$ cat config.mk
export PLATFORM = sky130hd
export DESIGN_NAME = irq_flag_ctrl
export DESIGN_NICKNAME = d
export VERILOG_FILES = /design/src/rtl/irq_flag_pkg.sv /design/src/rtl/irq_sync.sv /design/src/rtl/irq_detect.sv /design/src/rtl/irq_flags.sv /design/src/rtl/irq_ctrl_reg.sv /design/src/rtl/irq_flag_ctrl.sv
export SDC_FILE = /design/constraint.sdc
export NUM_CORES = 1
export LEC_CHECK = 0
export BUFFER_PORTS_ARGS = -buffer_cell sky130_fd_sc_hd__clkbuf_2
export CAP_MARGIN = 20
export CORE_UTILIZATION = 50
export CTS_CLUSTER_DIAMETER = 60
export DETAILED_ROUTE_END_ITERATION = 10
export PLACE_DENSITY = 0.82
export SYNTH_ARGS = -nofsm -noshare
export SYNTH_HDL_FRONTEND = slang
export SYNTH_SLANG_ARGS = --single-unit
$ cat constraint.sdc
create_clock -name clk -period 1.7 [get_ports clk]
set_input_delay 0.34 -clock clk [delete_from_list [all_inputs] [get_ports clk]]
set_output_delay 0.34 -clock clk [all_outputs]
set_load 0.05 [all_outputs]
$ cat src/rtl/irq_flag_pkg.sv
package irq_flag_pkg;

  localparam int unsigned NSRC     = 3;
  localparam int unsigned SRC_EXT  = 0;
  localparam int unsigned SRC_TMR  = 1;
  localparam int unsigned SRC_PORT = 2;

  typedef enum logic [1:0] {
    RA_CTRL = 2'd0,
    RA_FLAG = 2'd1,
    RA_PORT = 2'd2,
    RA_NONE = 2'd3
  } reg_addr_e;

endpackage

$ cat src/rtl/irq_sync.sv
module irq_sync #(
  parameter int unsigned W      = 5,
  parameter int unsigned STAGES = 2
) (
  input  logic         clk,
  input  logic         rst_n,
  input  logic [W-1:0] d_i,
  output logic [W-1:0] q_o
);

  logic [STAGES-1:0][W-1:0] stg_q;
  logic [STAGES-1:0][W-1:0] stg_d;

  always_comb begin
    stg_d[0] = d_i;
  end

  for (genvar s = 1; s < STAGES; s++) begin : g_chain
    always_comb begin
      stg_d[s] = stg_q[s-1];
    end
  end

  always_ff @(posedge clk or negedge rst_n) begin
    if (!rst_n) stg_q <= '0;
    else        stg_q <= stg_d;
  end

  assign q_o = stg_q[STAGES-1];

endmodule

$ cat src/rtl/irq_detect.sv
module irq_detect #(
  parameter int unsigned PORT_W = 4
) (
  input  logic              clk,
  input  logic              rst_n,
  input  logic              ext_s_i,
  input  logic              pol_i,
  input  logic [PORT_W-1:0] port_s_i,
  input  logic              port_load_i,
  output logic              ext_evt_o,
  output logic              port_evt_o
);

  logic              ext_prev_q;
  logic [PORT_W-1:0] port_ref_q;
  logic [PORT_W-1:0] port_ref_d;

  always_comb begin
    port_ref_d = port_ref_q;
    if (port_load_i) port_ref_d = port_s_i;
  end

  always_ff @(posedge clk or negedge rst_n) begin
    if (!rst_n) begin
      ext_prev_q <= 1'b0;
      port_ref_q <= '0;
    end else begin
      ext_prev_q <= ext_s_i;
      port_ref_q <= port_ref_d;
    end
  end

  always_comb begin
    if (pol_i) ext_evt_o = ext_s_i & ~ext_prev_q;
    else       ext_evt_o = ~ext_s_i & ext_prev_q;
    port_evt_o = |(port_s_i ^ port_ref_q);
  end

endmodule

$ cat src/rtl/irq_flags.sv
module irq_flags #(
  parameter int unsigned NSRC = 3
) (
  input  logic            clk,
  input  logic            rst_n,
  input  logic [NSRC-1:0] evt_i,
  input  logic            wr_i,
  input  logic [NSRC-1:0] wdata_i,
  output logic [NSRC-1:0] flag_o
);

  logic [NSRC-1:0] flag_q;
  logic [NSRC-1:0] flag_d;

  for (genvar i = 0; i < NSRC; i++) begin : g_flag
    always_comb begin
      flag_d[i] = flag_q[i];
      if (wr_i)     flag_d[i] = wdata_i[i];
      if (evt_i[i]) flag_d[i] = 1'b1;
    end
  end

  always_ff @(posedge clk or negedge rst_n) begin
    if (!rst_n) flag_q <= '0;
    else        flag_q <= flag_d;
  end

  assign flag_o = flag_q;

endmodule

$ cat src/rtl/irq_ctrl_reg.sv
module irq_ctrl_reg #(
  parameter int unsigned NSRC = 3
) (
  input  logic            clk,
  input  logic            rst_n,
  input  logic            wr_i,
  input  logic            gie_wd_i,
  input  logic            pol_wd_i,
  input  logic [NSRC-1:0] en_wd_i,
  input  logic            vec_take_i,
  output logic            gie_o,
  output logic            pol_o,
  output logic [NSRC-1:0] en_o
);

  logic            gie_q, gie_d;
  logic            pol_q, pol_d;
  logic [NSRC-1:0] en_q,  en_d;

  always_comb begin
    gie_d = gie_q;
    pol_d = pol_q;
    en_d  = en_q;
    if (wr_i) begin
      gie_d = gie_wd_i;
      pol_d = pol_wd_i;
      en_d  = en_wd_i;
    end
    if (vec_take_i) gie_d = 1'b0;
  end

  always_ff @(posedge clk or negedge rst_n) begin
    if (!rst_n) begin
      gie_q <= 1'b0;
      pol_q <= 1'b0;
      en_q  <= '0;
    end else begin
      gie_q <= gie_d;
      pol_q <= pol_d;
      en_q  <= en_d;
    end
  end

  assign gie_o = gie_q;
  assign pol_o = pol_q;
  assign en_o  = en_q;

endmodule

$ cat src/rtl/irq_flag_ctrl.sv
module irq_flag_ctrl
  import irq_flag_pkg::*;
#(
  parameter int unsigned DATA_W      = 8,
  parameter int unsigned PORT_W      = 4,
  parameter int unsigned SYNC_STAGES = 2
) (
  input  logic              clk,
  input  logic              rst_n,
  input  logic              ext_pin_i,
  input  logic [PORT_W-1:0] port_hi_i,
  input  logic              tmr_ovf_i,
  input  logic              sleep_i,
  input  logic              vec_take_i,
  input  logic [1:0]        reg_addr_i,
  input  logic              reg_wr_i,
  input  logic              reg_rd_i,
  input  logic [DATA_W-1:0] reg_wdata_i,
  output logic [DATA_W-1:0] reg_rdata_o,
  output logic              irq_o,
  output logic              wake_o
);

  localparam int unsigned SYNC_W  = PORT_W + 1;
  localparam int unsigned GIE_BIT = DATA_W - 1;
  localparam int unsigned POL_BIT = DATA_W - 2;

  // reset: asserted asynchronously, released on the clock
  logic [1:0] rst_pipe_q;
  logic       rst_sync_n;

  always_ff @(posedge clk or negedge rst_n) begin
    if (!rst_n) rst_pipe_q <= 2'b00;
    else        rst_pipe_q <= {rst_pipe_q[0], 1'b1};
  end
  assign rst_sync_n = rst_pipe_q[1];

  // input synchronization
  logic [SYNC_W-1:0] sync_out;
  logic              ext_s;
  logic [PORT_W-1:0] port_s;

  irq_sync #(.W(SYNC_W), .STAGES(SYNC_STAGES)) u_sync (
    .clk   (clk),
    .rst_n (rst_sync_n),
    .d_i   ({port_hi_i, ext_pin_i}),
    .q_o   (sync_out)
  );
  assign ext_s  = sync_out[0];
  assign port_s = sync_out[SYNC_W-1:1];

  // register decode
  logic wr_ctrl, wr_flag, rd_port;
  assign wr_ctrl = reg_wr_i && (reg_addr_i == RA_CTRL);
  assign wr_flag = reg_wr_i && (reg_addr_i == RA_FLAG);
  assign rd_port = reg_rd_i && (reg_addr_i == RA_PORT);

  // control register
  logic            gie_q, pol_q;
  logic [NSRC-1:0] en_q;

  irq_ctrl_reg #(.NSRC(NSRC)) u_ctrl (
    .clk        (clk),
    .rst_n      (rst_sync_n),
    .wr_i       (wr_ctrl),
    .gie_wd_i   (reg_wdata_i[GIE_BIT]),
    .pol_wd_i   (reg_wdata_i[POL_BIT]),
    .en_wd_i    (reg_wdata_i[NSRC-1:0]),
    .vec_take_i (vec_take_i),
    .gie_o      (gie_q),
    .pol_o      (pol_q),
    .en_o       (en_q)
  );

  // event detection
  logic ext_evt, port_evt;

  irq_detect #(.PORT_W(PORT_W)) u_det (
    .clk         (clk),
    .rst_n       (rst_sync_n),
    .ext_s_i     (ext_s),
    .pol_i       (pol_q),
    .port_s_i    (port_s),
    .port_load_i (rd_port),
    .ext_evt_o   (ext_evt),
    .port_evt_o  (port_evt)
  );

  // sticky flags
  logic [NSRC-1:0] evt;
  logic [NSRC-1:0] flag_q;

  always_comb begin
    evt           = '0;
    evt[SRC_EXT]  = ext_evt;
    evt[SRC_TMR]  = tmr_ovf_i;
    evt[SRC_PORT] = port_evt;
  end

  irq_flags #(.NSRC(NSRC)) u_flags (
    .clk     (clk),
    .rst_n   (rst_sync_n),
    .evt_i   (evt),
    .wr_i    (wr_flag),
    .wdata_i (reg_wdata_i[NSRC-1:0]),
    .flag_o  (flag_q)
  );

  // request outputs
  logic pending;
  assign pending = |(flag_q & en_q);
  assign irq_o   = gie_q & pending;
  assign wake_o  = sleep_i & pending;

  // read mux
  always_comb begin
    reg_rdata_o = '0;
    unique case (reg_addr_i)
      RA_CTRL: begin
        reg_rdata_o[GIE_BIT]    = gie_q;
        reg_rdata_o[POL_BIT]    = pol_q;
        reg_rdata_o[NSRC-1:0]   = en_q;
      end
      RA_FLAG: reg_rdata_o[NSRC-1:0]   = flag_q;
      RA_PORT: reg_rdata_o[PORT_W-1:0] = port_s;
      default: reg_rdata_o = '0;
    endcase
  end

  logic unused_wdata_bits;
  assign unused_wdata_bits = ^reg_wdata_i[POL_BIT-1:NSRC];

endmodule

==> impl_metrics.py, run 1 <==
metrics = {
    "placed_design": {
        "place.gp.congestion": 0.8655,
        "port_buffers": 26,
        "placedCellCount": 126,
        "dp_hpwl_mm": 1.260,
    },
    "synthesis": {
        "synthMostInstantiatedCell": "dfrtp_1",
        "ys_seq_elements": 25,
        "synth_cells": 74,
        "synth_top_area_share_pct": 60.98,
        "synthArstFlopShare_pct": 100.0,
        "yosysUniqueCellTypes": 22,
        "ys_seq_area_share_pct": 60.98,
        "synthesis.area_sq_um": 1026,
        "synth.avg_cell_area_sq_um": 13.86,
        "yosysWarnings": 0,
        "synthTopCellsByCount": "dfrtp_1 (25), mux2_2 (8), mux2i_1 (5)",
        "synth_edf_count": 0,
        "synth_top_area_cell": "dfrtp_1",
        "synth_area_leaders": "dfrtp_1 (61%), mux2_2 (8.8%), mux2i_1 (4.9%)",
        "synthFlopType": "dfrtp_1",
    },
    "job": {
        "max-cap-violations": 0,
    },
    "die": {
        "core_area_sq_um": 1942,
        "ios": 32,
        "die_y_microns": 47.30,
        "row_count": 16,
        "start_util_pct": 52.84,
        "die_area_sq_um": 2237,
        "die_w_microns": 47.30,
    },
    "layout": {
        "antenna_cells": 0,
        "fin_nets": 128,
        "drive_above_1_share_pct": 40.95,
        "utilization_pct": 63.47,
        "final_cells": 132,
        "area_delta_synth_final_pct": 20.12,
        "fillers": 155,
    },
    "worst_setup_path": {
        "crit_type": "flip-flop to output port",
        "start_kind": "flip-flop",
        "cp_data_required_time_ps": 1360,
        "crit_arrival_ps": 1450,
        "r2r_cells": 3,
        "cp_max_fo": 3,
        "r2r_setup_slack_ps": 640,
        "crit_path_end_kind": "output port",
    },
    "run_status": {
        "status": "finished, violations left",
        "violations": "setup timing",
    },
    "sta": {
        "period_needed_ps": 1794,
        "finalHoldViolCount": 0,
        "grt_setup_unrepaired": "true",
        "setup_viol": 2,
        "worst_slack_ps": -94.29,
        "finalCritPeriodShare_pct": 105.5,
        "maxSlewViolCount": 0,
        "skew_ps": 5.390,
        "clock.fmax_mhz": 557.3,
    },
    "clock_network": {
        "cts_tree": "built",
        "numCtsBuffers": 3,
        "clk_latency_ps": 310,
        "clockBufferDepth": 2,
        "clk_pin_slew_ps": 130,
        "cts.sinks": 25,
        "clockRootBuffer": "clkbuf_4",
        "h-tree-depth": 1,
    },
    "power_and_ir_drop": {
        "switchingPower_mw": 0.3385,
        "switching_share_pct": 28.61,
        "power_frac_seq_pct": 58.8,
        "p_clk_share_pct": 21.7,
        "power.leakage_nw": 0.5917,
        "comb_power_share_pct": 19.6,
        "p_per_area_nw_per_um2": 959.9,
        "ir_drop_mv": 0.5834,
        "intPower_mw": 0.8446,
    },
    "drt": {
        "viasPerCell": 5.098,
        "drc": 0,
        "drtPass1Iterations": 4,
        "finalWirelength_mm": 1.633,
        "ant_nets": 0,
        "vias": 673,
        "routed_wire_length_per_instance_microns": 12.37,
        "drt-initial-drc-count": 11,
    },
    "worst_hold_path": {
        "min_delay_path_depth": 1,
        "hold_path_class": "input port to flip-flop",
    },
    "grt": {
        "grt_max_degree": 14,
        "grt_usage_pct": 16.06,
        "grt_pass1_wl_mm": 2.463,
        "grt_pass1_vias": 594,
        "gr-total-overflow": 0,
        "antenna_found_initial": 0,
    },
}
==> path summary, 6_finish.rpt <==
path	startpoint	endpoint
setup / recovery	u_ctrl.en_o[2]	wake_o
hold / removal	port_hi_i[1]	u_sync.stg_d[7]
setup reg to reg	u_sync.q_o[2]	u_flags.flag_o[2]
hold reg to reg	rst_pipe_q[1]	u_flags.flag_o[2]
max in group asynchronous	rst_pipe_q[1]	u_det.port_ref_q[2]
min in group asynchronous	rst_pipe_q[1]	u_flags.flag_o[2]
==> cell type report <==
| cell class | instances | area, sq um | area share, % |
|---|---|---|---|
| tap | 27 | 33.78 | 2.741 |
| sequential | 25 | 625.6 | 50.76 |
| multi-input combinational | 46 | 366.6 | 29.75 |
| clock buffer | 4 | 26.28 | 2.132 |
| timing repair buffer | 30 | 180.2 | 14.62 |
==> cells in the final DEF (no fill, tap or decap), drive strengths merged <==
cell	Yosys	final
clkbuf	0	30
dfrtp	25	25
mux2	8	8
mux2i	5	5
nand2	4	4
xor2	4	4
o21ai	3	3
nand3b	3	3
nand3	3	3
conb	2	3
buf	4	3
nor3b	3	3
nor2b	3	3
a222oi	1	1
and3b	1	1
and3	1	1
a211o	1	1
nor4	1	1
or3b	1	1
nor2	1	1
dlygate4sd3	0	1
==> cells by family (layout without fill, tap and decap cells) <==
group / count (synthesis) / count (layout) / share of synthesized area, %
buffers and inverters: 4 / 34 / 3.658
and+or+nand+nor: 21 / 21 / 14.27
muxes: 13 / 13 / 13.66
AOI/OAI and AO/OA: 5 / 5 / 3.292
other: 2 / 3 / 0.7320
xor gates and xnor gates: 4 / 4 / 3.414
DFF: 25 / 25 / 60.98
==> power by group through the flow <==
stage,logic [mW],clock network (mW),registers (mW)
after global routing,0.254,0.280,0.704
after detailed placement,0.224,0,0.708
after floorplan,0.175,0,0.698
final,0.231,0.256,0.695
after global placement,0.219,0,0.704
after CTS,0.234,0.264,0.696
==> repair_timing <==
item / in CTS / in global routing
endpoints found under the setup margin: 2 / 2
pin swaps: 1 / 1
endpoints found under the hold margin: 2 / 0
gates resized for setup: 4 / 0
hold buffers: 1 / 0
buffers inserted: 1 / 0
==> sequential cells by signal, summed over array words and instances, names as in the netlist <==
register	count
u_ctrl.en_o	3
rst_pipe_q	2
u_ctrl.gie_o	1
u_flags.flag_o	3
u_sync.q_o	5
u_sync.stg_d	5
u_det.port_ref_q	4
u_det.ext_prev_q	1
u_ctrl.pol_o	1
==> worst max-delay path: stages (launching register included) <==
cell and delay (ps):
dfrtp_1 420, a222oi_1 430, nor2b_1 100, clkbuf_8 190
==> metal layers <==
metal	vias to the layer above	part of all wire [%]	track usage, %
li1	312	-	-
met1	330	47	22.06
met2	29	46	25.48
met3	2	6.1	3.462
met4	0	1.3	5.143
met5	-	0	0
==> per-stage QoR <==
stage	TNS [ps]	hold slack [ps]	worst slack [ps]	instance area (sq um)	total power, mW
global route	-307.4	104.1	-162.7	1232	1.238
floorplan	-535.1	44.41	-267.6	1030	0.8728
global placement	0	125.8	163.4	1171	0.9231
detailed placement	0	128.6	147.7	1171	0.9322
CTS	-166.4	111.8	-84.38	1232	1.193
finish	-184.8	121.8	-94.29	1232	1.183
(Power assumes the default switching activity.)
==> inputs of run 2 (changes only) <==
--- a/config.mk
+++ b/config.mk
@@ -11,2 +11,3 @@
 export CTS_CLUSTER_DIAMETER = 60
+export CTS_CLUSTER_SIZE = 25
 export DETAILED_ROUTE_END_ITERATION = 10
==> constraint.sdc (replaced) <==
create_clock -name clk -period 1.7 [get_ports clk]
set_input_delay 0.085 -clock clk [delete_from_list [all_inputs] [get_ports clk]]
set_output_delay 0.085 -clock clk [all_outputs]
set_load 0.05 [all_outputs]
==> run 2 against run 1 <==
- the flow now finishes without violations
- setup slack improved by 210 ps
- maximum frequency increased by 13%
- highest routed layer unchanged
- register-to-register slack worse by 40 ps
- largest power group unchanged
- critical path type unchanged
- sequential power about the same
- hold slack got worse by 100 ps
- power fell by 0.22%
==> impl_metrics.py, run 2 (synthesis results as in run 1) <==
metrics = {
    "die": {
        "die_area_sq_um": 2237,
        "die_w_microns": 47.30,
        "ios": 32,
        "row_count": 16,
        "die_y_microns": 47.30,
        "core_area_sq_um": 1942,
        "start_util_pct": 52.84,
    },
    "grt": {
        "gr-total-overflow": 0,
        "grt_usage_pct": 16.80,
        "antenna_found_initial": 0,
        "grt_pass1_wl_mm": 2.525,
        "grt_max_degree": 17,
        "grt_pass1_vias": 641,
    },
    "power_and_ir_drop": {
        "power_mw": 1.180,
        "power.leakage_nw": 0.6136,
        "intPower_mw": 0.8432,
        "switchingPower_mw": 0.3373,
        "p_per_area_nw_per_um2": 921.4,
        "switching_share_pct": 28.58,
        "p_clk_share_pct": 21.3,
        "power_frac_seq_pct": 58.6,
        "ir_drop_mv": 0.6407,
        "comb_power_share_pct": 20.1,
    },
    "layout": {
        "final_cells": 138,
        "layout_commonest_cell": "clkbuf_2",
        "fin_area_sq_um": 1281,
        "fin_nets": 134,
        "utilization_pct": 65.98,
        "mostFrequentLayoutCells": "clkbuf_2 (26), dfrtp_1 (25), dlygate4sd3_1 (9)",
        "antenna_cells": 0,
        "drive_above_1_share_pct": 37.84,
        "area_delta_synth_final_pct": 24.88,
    },
    "worst_setup_path": {
        "cp.depth": 3,
        "crit_slowest_cell": "a222oi_1",
        "critPathMaxStageDelay_ps": 430,
        "path_cells": "a222oi_1, nor2b_1, clkbuf_2",
        "crit_arrival_ps": 1500,
        "cp_top_family": "compound AO/OA/AOI/OAI gates",
        "r2r_setup_slack_ps": 600,
        "r2r-end": "u_flags.flag_o[2]",
        "r2r_cells": 3,
        "cp_max_fo": 3,
        "crit_type": "flip-flop to output port",
        "r2r_start": "u_sync.q_o[2]",
        "start_kind": "flip-flop",
        "crit_path_end_kind": "output port",
        "cp_data_required_time_ps": 1620,
        "path_buf_inv": 1,
    },
    "clock_network": {
        "clockBufferDepth": 2,
        "h-tree-depth": 1,
        "clk_pin_slew_ps": 130,
        "clockRootBuffer": "clkbuf_4",
        "numCtsBuffers": 3,
        "post_cts_buffers": 0,
        "cts.sinks": 25,
        "cts_tree": "built",
        "clk_latency_ps": 310,
    },
    "drt": {
        "finalWirelength_mm": 1.676,
        "viasPerCell": 4.913,
        "drt-initial-drc-count": 13,
        "vias": 678,
        "drtPass1Iterations": 4,
        "routed_wire_length_per_instance_microns": 12.14,
        "ant_nets": 0,
        "drc": 0,
    },
    "worst_hold_path": {
        "min_delay_path_depth": 2,
        "hold_path.startpoint": "reg_wdata_i[1]",
        "worstHoldEndpoint": "u_ctrl.en_o[1]",
        "hold_path_class": "input port to flip-flop",
    },
    "placed_design": {
        "dp_hpwl_mm": 1.215,
        "placedCellCount": 125,
        "postPlaceCellArea_sq_um": 1164,
        "place.gp.congestion": 0.8605,
        "place_ws_ps": 485.0,
        "port_buffers": 26,
    },
    "sta": {
        "period_needed_ps": 1589,
        "maxSlewViolCount": 0,
        "hold_ws_ps": 17.51,
        "finalHoldViolCount": 0,
        "grt_setup_unrepaired": "false",
        "setup_viol": 0,
        "clock.fmax_mhz": 629.4,
        "fin_setup_tns_ps": 0,
        "skew_ps": 8.139,
        "finalCritPeriodShare_pct": 93.46,
        "worst_slack_ps": 111.1,
    },
    "job": {
        "max-cap-violations": 0,
    },
    "run_status": {
        "status": "finished clean",
    },
}
-- run 2: repair_timing --
action	4_1_cts	5_1_grt
hold buffers	9	0
gates resized for setup	0	0
endpoints found under the hold margin	10	0
-- run 2: layout make-up --
class / count / area (sq um)
Clock buffer: 3 / 22.52
Sequential cell: 25 / 625.6
Fill cell: 161 / 660.6
Tap cell: 27 / 33.78
Timing Repair Buffer: 36 / 227.7
Multi-Input combinational cell: 46 / 366.6
Clock inverter: 1 / 5.005
-- run 2: per-layer routing --
| metal | GRT usage [%] | share of wire (%) | up-vias | wire length, microns |
|---|---|---|---|---|
| met2 | 30.68 | 51 | 28 | 850 |
| met1 | 18.84 | 43 | 322 | 727 |
| li1 | - | - | 326 | - |
| met4 | 8.571 | 0.78 | 0 | 13 |
| met5 | 0 | 0 | - | 0 |
| met3 | 2.308 | 5.1 | 2 | 85 |
-- run 2: how the worst max path moves through the flow --
stage | slack, ps | to | from
floorplan | 100 | reg_rdata_o[1] | u_sync.q_o[2]
global placement | 490 | irq_o | u_ctrl.en_o[2]
detailed placement | 490 | irq_o | u_ctrl.en_o[2]
CTS | 130 | irq_o | u_ctrl.en_o[2]
global route | 20 | wake_o | u_ctrl.en_o[2]
finish | 110 | irq_o | u_ctrl.en_o[2]
-- run 2: worst register-to-register path: stages, from the launching register on --
cell	delay (ps)
dfrtp_1	420
xor2_1	180
nor4_1	280
nand3_1	110
-- run 2: power by group through the flow --
stage	registers (mW)	clock network (mW)	logic (mW)
final	0.692	0.251	0.237
after global routing	0.702	0.277	0.260
after detailed placement	0.705	0	0.223
after CTS	0.692	0.257	0.239
after global placement	0.701	0	0.219
after floorplan	0.698	0	0.173
